File: src/rtl/sout_pkg.sv
package sout_pkg;
    localparam int NUM_GROUPS = 3;
    localparam int GROUP_W    = 8;
    localparam int WORD_W     = NUM_GROUPS * GROUP_W;
    localparam int DSL_W      = 2;
    localparam int NUM_PHY    = 4;
    localparam int PHY_W      = 3;
    localparam int PHY_BASE   = DSL_W;
    localparam int HW_TOP     = PHY_BASE + NUM_PHY * PHY_W;
    localparam int DIV_W      = 8;
    localparam int ADDR_W     = 2;
    localparam int BCNT_W     = $clog2(WORD_W + 1);

    // configuration field positions inside the configuration register
    localparam int CFG_GRP_LSB  = 0;
    localparam int CFG_EDGE_BIT = CFG_GRP_LSB + NUM_GROUPS;
    localparam int CFG_DSL_LSB  = CFG_EDGE_BIT + 1;
    localparam int CFG_PHY_LSB  = CFG_DSL_LSB + DSL_W;
    localparam int CFG_HALF_LSB = 16;

    localparam logic [ADDR_W-1:0] ADDR_SHADOW = 2'd0;
    localparam logic [ADDR_W-1:0] ADDR_CFG    = 2'd1;

    typedef struct packed {
        logic [DIV_W-1:0]      half;
        logic [NUM_PHY-1:0]    phy_en;
        logic [DSL_W-1:0]      dsl_en;
        logic                  edge_rise;
        logic [NUM_GROUPS-1:0] grp_en;
    } cfg_t;

    typedef enum logic [1:0] {
        ST_IDLE  = 2'd0,
        ST_SHIFT = 2'd1,
        ST_STORE = 2'd2
    } eng_state_t;

    // Pack the enabled groups at the top of a word, highest group first.
    function automatic logic [WORD_W-1:0] pack_groups(input logic [WORD_W-1:0] word,
                                                      input logic [NUM_GROUPS-1:0] en);
        logic [WORD_W-1:0] res;
        int                slot;
        res  = '0;
        slot = 0;
        for (int g = NUM_GROUPS - 1; g >= 0; g--) begin
            if (en[g]) begin
                res[WORD_W - 1 - slot * GROUP_W -: GROUP_W] = word[g * GROUP_W +: GROUP_W];
                slot++;
            end
        end
        return res;
    endfunction
endpackage

File: src/rtl/sout_regs.sv
module sout_regs
    import sout_pkg::*;
#(
    parameter logic [WORD_W-1:0] SHADOW_RST = '1,
    parameter logic [DIV_W-1:0]  HALF_RST   = 8'd4
) (
    input  logic              clk,
    input  logic              rst_n,
    input  logic              we,
    input  logic [ADDR_W-1:0] addr,
    input  logic [WORD_W-1:0] wdata,
    input  logic [WORD_W-1:0] eff_word,
    output logic [WORD_W-1:0] rdata,
    output logic [WORD_W-1:0] shadow,
    output cfg_t              cfg
);
    typedef struct packed {
        logic [WORD_W-1:0] shadow;
        cfg_t              cfg;
    } regs_t;

    regs_t regs_d, regs_q;

    always_comb begin
        regs_d = regs_q;
        if (we) begin
            case (addr)
                ADDR_SHADOW: regs_d.shadow = wdata;
                ADDR_CFG: begin
                    regs_d.cfg.grp_en    = wdata[CFG_GRP_LSB +: NUM_GROUPS];
                    regs_d.cfg.edge_rise = wdata[CFG_EDGE_BIT];
                    regs_d.cfg.dsl_en    = wdata[CFG_DSL_LSB +: DSL_W];
                    regs_d.cfg.phy_en    = wdata[CFG_PHY_LSB +: NUM_PHY];
                    if (wdata[CFG_HALF_LSB +: DIV_W] == '0)
                        regs_d.cfg.half = DIV_W'(1);
                    else
                        regs_d.cfg.half = wdata[CFG_HALF_LSB +: DIV_W];
                end
                default: ;
            endcase
        end
    end

    always_ff @(posedge clk or negedge rst_n) begin
        if (!rst_n) begin
            regs_q.shadow        <= SHADOW_RST;
            regs_q.cfg.grp_en    <= '1;
            regs_q.cfg.edge_rise <= 1'b0;
            regs_q.cfg.dsl_en    <= '0;
            regs_q.cfg.phy_en    <= '0;
            regs_q.cfg.half      <= (HALF_RST == '0) ? DIV_W'(1) : HALF_RST;
        end else begin
            regs_q <= regs_d;
        end
    end

    always_comb begin
        rdata = '0;
        case (addr)
            ADDR_SHADOW: rdata = eff_word;
            ADDR_CFG: begin
                rdata[CFG_GRP_LSB +: NUM_GROUPS] = regs_q.cfg.grp_en;
                rdata[CFG_EDGE_BIT]              = regs_q.cfg.edge_rise;
                rdata[CFG_DSL_LSB +: DSL_W]      = regs_q.cfg.dsl_en;
                rdata[CFG_PHY_LSB +: NUM_PHY]    = regs_q.cfg.phy_en;
                rdata[CFG_HALF_LSB +: DIV_W]     = regs_q.cfg.half;
            end
            default: ;
        endcase
    end

    assign shadow = regs_q.shadow;
    assign cfg    = regs_q.cfg;
endmodule

File: src/rtl/sout_mux.sv
module sout_mux
    import sout_pkg::*;
(
    input  logic [WORD_W-1:0]        shadow,
    input  logic [DSL_W-1:0]         dsl_en,
    input  logic [NUM_PHY-1:0]       phy_en,
    input  logic [DSL_W-1:0]         dsl_in,
    input  logic [NUM_PHY*PHY_W-1:0] phy_in,
    output logic [WORD_W-1:0]        eff_word
);
    // modem status owns the lowest bits when enabled
    for (genvar i = 0; i < DSL_W; i++) begin : g_dsl
        assign eff_word[i] = dsl_en[i] ? dsl_in[i] : shadow[i];
    end

    // each PHY owns a fixed 3-bit field above the modem bits
    for (genvar k = 0; k < NUM_PHY; k++) begin : g_phy
        for (genvar j = 0; j < PHY_W; j++) begin : g_bit
            localparam int POS = PHY_BASE + k * PHY_W + j;
            assign eff_word[POS] = phy_en[k] ? phy_in[k * PHY_W + j] : shadow[POS];
        end
    end

    // remaining bits always come from the host
    if (HW_TOP < WORD_W) begin : g_host
        assign eff_word[WORD_W-1:HW_TOP] = shadow[WORD_W-1:HW_TOP];
    end
endmodule

File: src/rtl/sout_shifter.sv
module sout_shifter
    import sout_pkg::*;
#(
    parameter logic [WORD_W-1:0] SHADOW_RST = '1,
    parameter logic [DIV_W-1:0]  HALF_RST   = 8'd4
) (
    input  logic                  clk,
    input  logic                  rst_n,
    input  logic [WORD_W-1:0]     eff_word,
    input  logic [NUM_GROUPS-1:0] grp_en,
    input  logic                  edge_rise,
    input  logic [DIV_W-1:0]      half,
    output logic                  shift_clk,
    output logic                  shift_data,
    output logic                  store_strobe,
    output logic                  busy,
    output logic                  edge_l,
    output logic [DIV_W-1:0]      half_l,
    output logic [WORD_W-1:0]     sent
);
    typedef struct packed {
        eng_state_t        st;
        logic [DIV_W-1:0]  cnt;
        logic              phase;
        logic [BCNT_W-1:0] bits_left;
        logic [WORD_W-1:0] sr;
        logic [WORD_W-1:0] snap;
        logic [WORD_W-1:0] sent;
        logic [DIV_W-1:0]  half_l;
        logic              edge_l;
    } eng_t;

    eng_t eng_d, eng_q;
    logic half_done;

    assign half_done = (eng_q.cnt == eng_q.half_l - 1'b1);

    always_comb begin
        eng_d = eng_q;
        case (eng_q.st)
            ST_IDLE: begin
                if (eff_word != eng_q.sent && grp_en != '0) begin
                    eng_d.st        = ST_SHIFT;
                    eng_d.sr        = pack_groups(eff_word, grp_en);
                    eng_d.snap      = eff_word;
                    eng_d.bits_left = BCNT_W'($countones(grp_en) * GROUP_W);
                    eng_d.cnt       = '0;
                    eng_d.phase     = 1'b0;
                    eng_d.half_l    = half;
                    eng_d.edge_l    = edge_rise;
                end
            end
            ST_SHIFT: begin
                if (half_done) begin
                    eng_d.cnt = '0;
                    if (!eng_q.phase) begin
                        eng_d.phase = 1'b1;
                    end else begin
                        eng_d.phase     = 1'b0;
                        eng_d.sr        = {eng_q.sr[WORD_W-2:0], 1'b0};
                        eng_d.bits_left = eng_q.bits_left - 1'b1;
                        if (eng_q.bits_left == BCNT_W'(1))
                            eng_d.st = ST_STORE;
                    end
                end else begin
                    eng_d.cnt = eng_q.cnt + 1'b1;
                end
            end
            ST_STORE: begin
                if (half_done) begin
                    eng_d.cnt = '0;
                    if (!eng_q.phase) begin
                        eng_d.phase = 1'b1;
                    end else begin
                        eng_d.phase = 1'b0;
                        eng_d.st    = ST_IDLE;
                        eng_d.sent  = eng_q.snap;
                    end
                end else begin
                    eng_d.cnt = eng_q.cnt + 1'b1;
                end
            end
            default: eng_d.st = ST_IDLE;
        endcase
    end

    always_ff @(posedge clk or negedge rst_n) begin
        if (!rst_n) begin
            eng_q        <= '0;
            eng_q.st     <= ST_IDLE;
            eng_q.sent   <= SHADOW_RST;
            eng_q.snap   <= SHADOW_RST;
            eng_q.half_l <= (HALF_RST == '0) ? DIV_W'(1) : HALF_RST;
        end else begin
            eng_q <= eng_d;
        end
    end

    // phase 0 is the setup half, phase 1 the capture half; polarity inverts
    always_comb begin
        if (eng_q.st == ST_SHIFT)
            shift_clk = eng_q.phase ^ eng_q.edge_l;
        else if (eng_q.st == ST_STORE)
            shift_clk = eng_q.edge_l;
        else
            shift_clk = edge_rise;
    end

    assign shift_data   = eng_q.sr[WORD_W-1];
    assign store_strobe = (eng_q.st == ST_STORE);
    assign busy         = (eng_q.st != ST_IDLE);
    assign edge_l       = eng_q.edge_l;
    assign half_l       = eng_q.half_l;
    assign sent         = eng_q.sent;
endmodule

File: src/rtl/sout_expander.sv
module sout_expander
    import sout_pkg::*;
#(
    parameter logic [WORD_W-1:0] SHADOW_RST = '1,
    parameter logic [DIV_W-1:0]  HALF_RST   = 8'd4
) (
    input  logic                     clk,
    input  logic                     rst_n,
    input  logic                     reg_we,
    input  logic [ADDR_W-1:0]        reg_addr,
    input  logic [WORD_W-1:0]        reg_wdata,
    output logic [WORD_W-1:0]        reg_rdata,
    input  logic [DSL_W-1:0]         dsl_in,
    input  logic [NUM_PHY*PHY_W-1:0] phy_in,
    output logic                     shift_clk,
    output logic                     shift_data,
    output logic                     store_strobe
);
    logic [WORD_W-1:0] shadow_word;
    logic [WORD_W-1:0] eff_word;
    logic [WORD_W-1:0] sent_word;
    cfg_t              cfg;
    logic              eng_busy;
    logic              eng_edge;
    logic [DIV_W-1:0]  eng_half;

    sout_regs #(
        .SHADOW_RST (SHADOW_RST),
        .HALF_RST   (HALF_RST)
    ) u_regs (
        .clk      (clk),
        .rst_n    (rst_n),
        .we       (reg_we),
        .addr     (reg_addr),
        .wdata    (reg_wdata),
        .eff_word (eff_word),
        .rdata    (reg_rdata),
        .shadow   (shadow_word),
        .cfg      (cfg)
    );

    sout_mux u_mux (
        .shadow   (shadow_word),
        .dsl_en   (cfg.dsl_en),
        .phy_en   (cfg.phy_en),
        .dsl_in   (dsl_in),
        .phy_in   (phy_in),
        .eff_word (eff_word)
    );

    sout_shifter #(
        .SHADOW_RST (SHADOW_RST),
        .HALF_RST   (HALF_RST)
    ) u_shifter (
        .clk          (clk),
        .rst_n        (rst_n),
        .eff_word     (eff_word),
        .grp_en       (cfg.grp_en),
        .edge_rise    (cfg.edge_rise),
        .half         (cfg.half),
        .shift_clk    (shift_clk),
        .shift_data   (shift_data),
        .store_strobe (store_strobe),
        .busy         (eng_busy),
        .edge_l       (eng_edge),
        .half_l       (eng_half),
        .sent         (sent_word)
    );
endmodule

File: config.mk
export PLATFORM = sky130hd
export DESIGN_NAME = sout_expander
export DESIGN_NICKNAME = d
export VERILOG_FILES = /design/src/rtl/sout_pkg.sv /design/src/rtl/sout_regs.sv /design/src/rtl/sout_mux.sv /design/src/rtl/sout_shifter.sv /design/src/rtl/sout_expander.sv
export SDC_FILE = /design/constraint.sdc
export NUM_CORES = 1
export LEC_CHECK = 0
export ABC_CLOCK_PERIOD_IN_PS = 4900
export CAP_MARGIN = 20
export CORE_MARGIN = 3
export CORE_UTILIZATION = 63
export DETAILED_ROUTE_END_ITERATION = 8
export PLACE_DENSITY = 0.86
export SLEW_MARGIN = 20
export SYNTH_ARGS = -nofsm -noshare
export SYNTH_HDL_FRONTEND = slang
export SYNTH_SLANG_ARGS = --single-unit
File: constraint.sdc
create_clock -name clk -period 4.9 [get_ports clk]
set_clock_uncertainty 0.05 [all_clocks]
set_input_delay 0.98 -clock clk [delete_from_list [all_inputs] [get_ports clk]]
set_output_delay 0.98 -clock clk [all_outputs]
set_load 0.05 [all_outputs]
==> impl_metrics.csv <==
group,metric,value,unit
global_routing,grt_max_degree,111,
yosys,synth_area_leader_cell,"dfstp_2",
global_routing,grt_remaining_overflow,0,
timing,hold_violations,0,
critical_path,r2r_start,"u_shifter.half_l[0]$_DFFE_PN0P_",
yosys,synth-main-ff-cell,"dfstp_2",
route,vias,5846,
floorplanning,num_io_pins,70,
layout,area_growth_syn_to_layout,16.7,%
clocking,clkTransAtPathRegs,50,ps
timing,grt_setup_unrepaired,"no",
yosys,synth_seq_area_share,46.4,%
route,vias_per_cell,6.45,
global_routing,grt_antenna_before_repair,0,
layout,fin_area,0.00898,mm²
clocking,root_buffer,"clkbuf_16",
route,wl_per_cell,20.9,µm
yosys,synth-async-reset-ratio,100,%
timing,final-max-slew-violation-count,0,
pwr,p_leak,3.54,nW
route,ant_nets,0,
route,routed_wl,18900,µm
placement,placed_area,0.00845,mm²
yosys,synth_edf_count,0,
timing,tightestPinTransition,990,ps
pwr,ir_drop,0.277,mV
route,firstDrtPassIters,5,
layout,diodes,0,
critical_path,endpoint,"reg_rdata[15]",
timing,timing.fmax,241,MHz
yosys,synth_cells,692,
clocking,post_cts_resized,0,
critical_path,worstPathArrival,3120,ps
global_routing,grt_pass1_vias,5990,
run,drv_cap,0,
clocking,cts_hold_buf,0,
clocking,cts_setup_buffers,0,
clocking,clk_latency,420,ps
pwr,powerDensity,354,mW/mm²
floorplanning,fp.dieW,117,µm
clocking,cts_max_level,4,
route,drtIter0Drc,650,
critical_path,r2r-end,"u_shifter.sent[0]$_DFFE_PN1P_",
clocking,numCtsBuffers,17,
pwr,total_power,0.00318,W
critical_path,crit_path_end_kind,"primary output",
timing,fin_tns_setup,0,ps
layout,nFillCells,670,
floorplanning,start_util,66.0,%
yosys,synthTopCellsByArea,"dfstp_2 26%, dfrtp_1 20%, mux2_2 14%",
floorplanning,die_h,117,µm
critical_path,rr_worst_depth,8,
critical_path,worstPathRequired,3870,ps
floorplanning,num_rows,39,
timing,maxSlewHeadroom,34.0,%
run_status,status,"complete, no violations",
timing,finalSetupViolCount,0,
min_path,hold_class,"register to register",
timing,fin_crit_sh,84.7,%
clocking,cts.sinks,139,
yosys,yosysTopAreaCellShare,26.3,%
layout,fin_nets,806,
critical_path,crit_fanout,24,
clocking,cts_tree,"built",
yosys,synth_area,0.00770,mm²
floorplanning,dieArea,0.0136,mm²
timing,min_period,4150,ps
placement,hpwl,12900,µm
placement,port_buffers,69,
route,drc,0,
critical_path,rrSetupSlack,1540,ps
clocking,cts_max_path_buffers,2,
yosys,synth-seq-cells,139,
global_routing,grt_usage,29.5,%
yosys,synthTopCellsByCount,"98 x mux2_2, 77 x dfstp_2, 62 x dfrtp_1",
critical_path,crit_start,"reg_addr[1]",
critical_path,critical_path_class,"input port to primary output",
yosys,yosys_warnings,0,
placement,globalplace.congestion,0.866,
yosys,yosysMostFrequentCell,"mux2_2",
critical_path,startpoint_type,"input port",
yosys,synth_cell_types,72,
yosys,syn_area_per_cell,11.1,µm²
floorplanning,coreArea,0.0117,mm²
yosys,synth_fp_nets,747,
layout,drive_gt1_share,32.2,%
global_routing,grt_pass1_wl,30800,µm
==> registers in the layout (all words and copies together), names as in the netlist <==
name	count
u_regs.cfg	18
u_shifter.eng_q	63
u_shifter.edge_l	1
u_regs.shadow	24
u_shifter.half_l	8
u_shifter.sent	24
u_shifter.shift_data	1
==> where the power goes <==
part           leakage [nW]  internal [W]  switching (W)
clock network         0.259      0.000689       0.000477
registers              1.52       0.00125       0.000113
logic                  1.76      0.000278       0.000376
total                  3.54       0.00222       0.000965
==> cells by family after synthesis <==
logic type / Yosys count / share of synthesized area (%)
and+or+nand+nor: 180 / 12.0
DFF: 139 / 46.4
muxes: 135 / 20.7
AOI/OAI and AO/OA: 131 / 11.3
buffers and inverters: 61 / 3.75
xor gates and xnor gates: 34 / 3.87
adders and majority gates: 12 / 2.05
==> how the worst min path moves through the flow <==
stage,from,to,cells past startpoint
after floorplan,u_shifter.eng_q[33]$_DFFE_PN1P_,u_shifter.eng_q[33]$_DFFE_PN1P_,2
after global placement,u_shifter.eng_q[41]$_DFFE_PN1P_,u_shifter.eng_q[41]$_DFFE_PN1P_,2
after detailed placement,u_shifter.eng_q[40]$_DFFE_PN1P_,u_shifter.eng_q[40]$_DFFE_PN1P_,2
after CTS,u_shifter.eng_q[39]$_DFFE_PN1P_,u_shifter.eng_q[39]$_DFFE_PN1P_,2
after global routing,u_shifter.eng_q[46]$_DFFE_PN1P_,u_shifter.eng_q[46]$_DFFE_PN1P_,2
final,u_shifter.eng_q[42]$_DFFE_PN1P_,u_shifter.eng_q[42]$_DFFE_PN1P_,2
==> layout make-up <==
| cell class | count | area [µm²] | area share [%] |
|---|---|---|---|
| Clock inverter | 6 | 43.8 | 0.487 |
| Clock buffer | 26 | 489 | 5.44 |
| Multi-Input combinational cell | 492 | 3850 | 42.8 |
| Tap cell | 143 | 179 | 1.99 |
| Timing Repair Buffer | 80 | 772 | 8.59 |
| Inverter | 21 | 78.8 | 0.877 |
| Sequential cell | 139 | 3570 | 39.8 |
==> routing by layer <==
| metal | global-route usage, % | up-vias | share of wire [%] |
|---|---|---|---|
| met5 | 0 | - | 0 |
| met4 | 10.2 | 0 | 2.0 |
| met3 | 8.45 | 44 | 7.4 |
| met2 | 47.9 | 278 | 49 |
| met1 | 38.3 | 2912 | 42 |
| li1 | - | 2612 | - |
==> placed cells by master, fill, tap and decap left out, types with 17 or more instances in the layout <==
master / instances
mux2_2: 98
xnor2_1: 27
dfstp_2: 77
nand2_1: 59
nor2_1: 45
o21ai_0: 44
inv_1: 20
clkbuf_16: 17
nor3_1: 21
a21oi_1: 26
dfrtp_1: 62
clkdlybuf4s50_1: 67
==> worst max-delay path, cell delays in order <==
cell and delay, ps:
clkdlybuf4s50_1 850, nor2_1 320, and2_1 170, clkdlybuf4s50_1 800
==> through the flow <==
stage | hold WS [ps] | cells | utilization (%) | setup slack [ps]
5_1_grt | 452 | 907 | 77.0 | 624
2_1_floorplan | 407 | 692 | - | 1440
3_5_place_dp | 424 | 875 | 72.5 | 768
6_report | 430 | 907 | 77.0 | 747
4_1_cts | 433 | 907 | 77.0 | 759
3_3_place_gp | 417 | 875 | 72.5 | 847
Power figures use the tool's default switching activity.
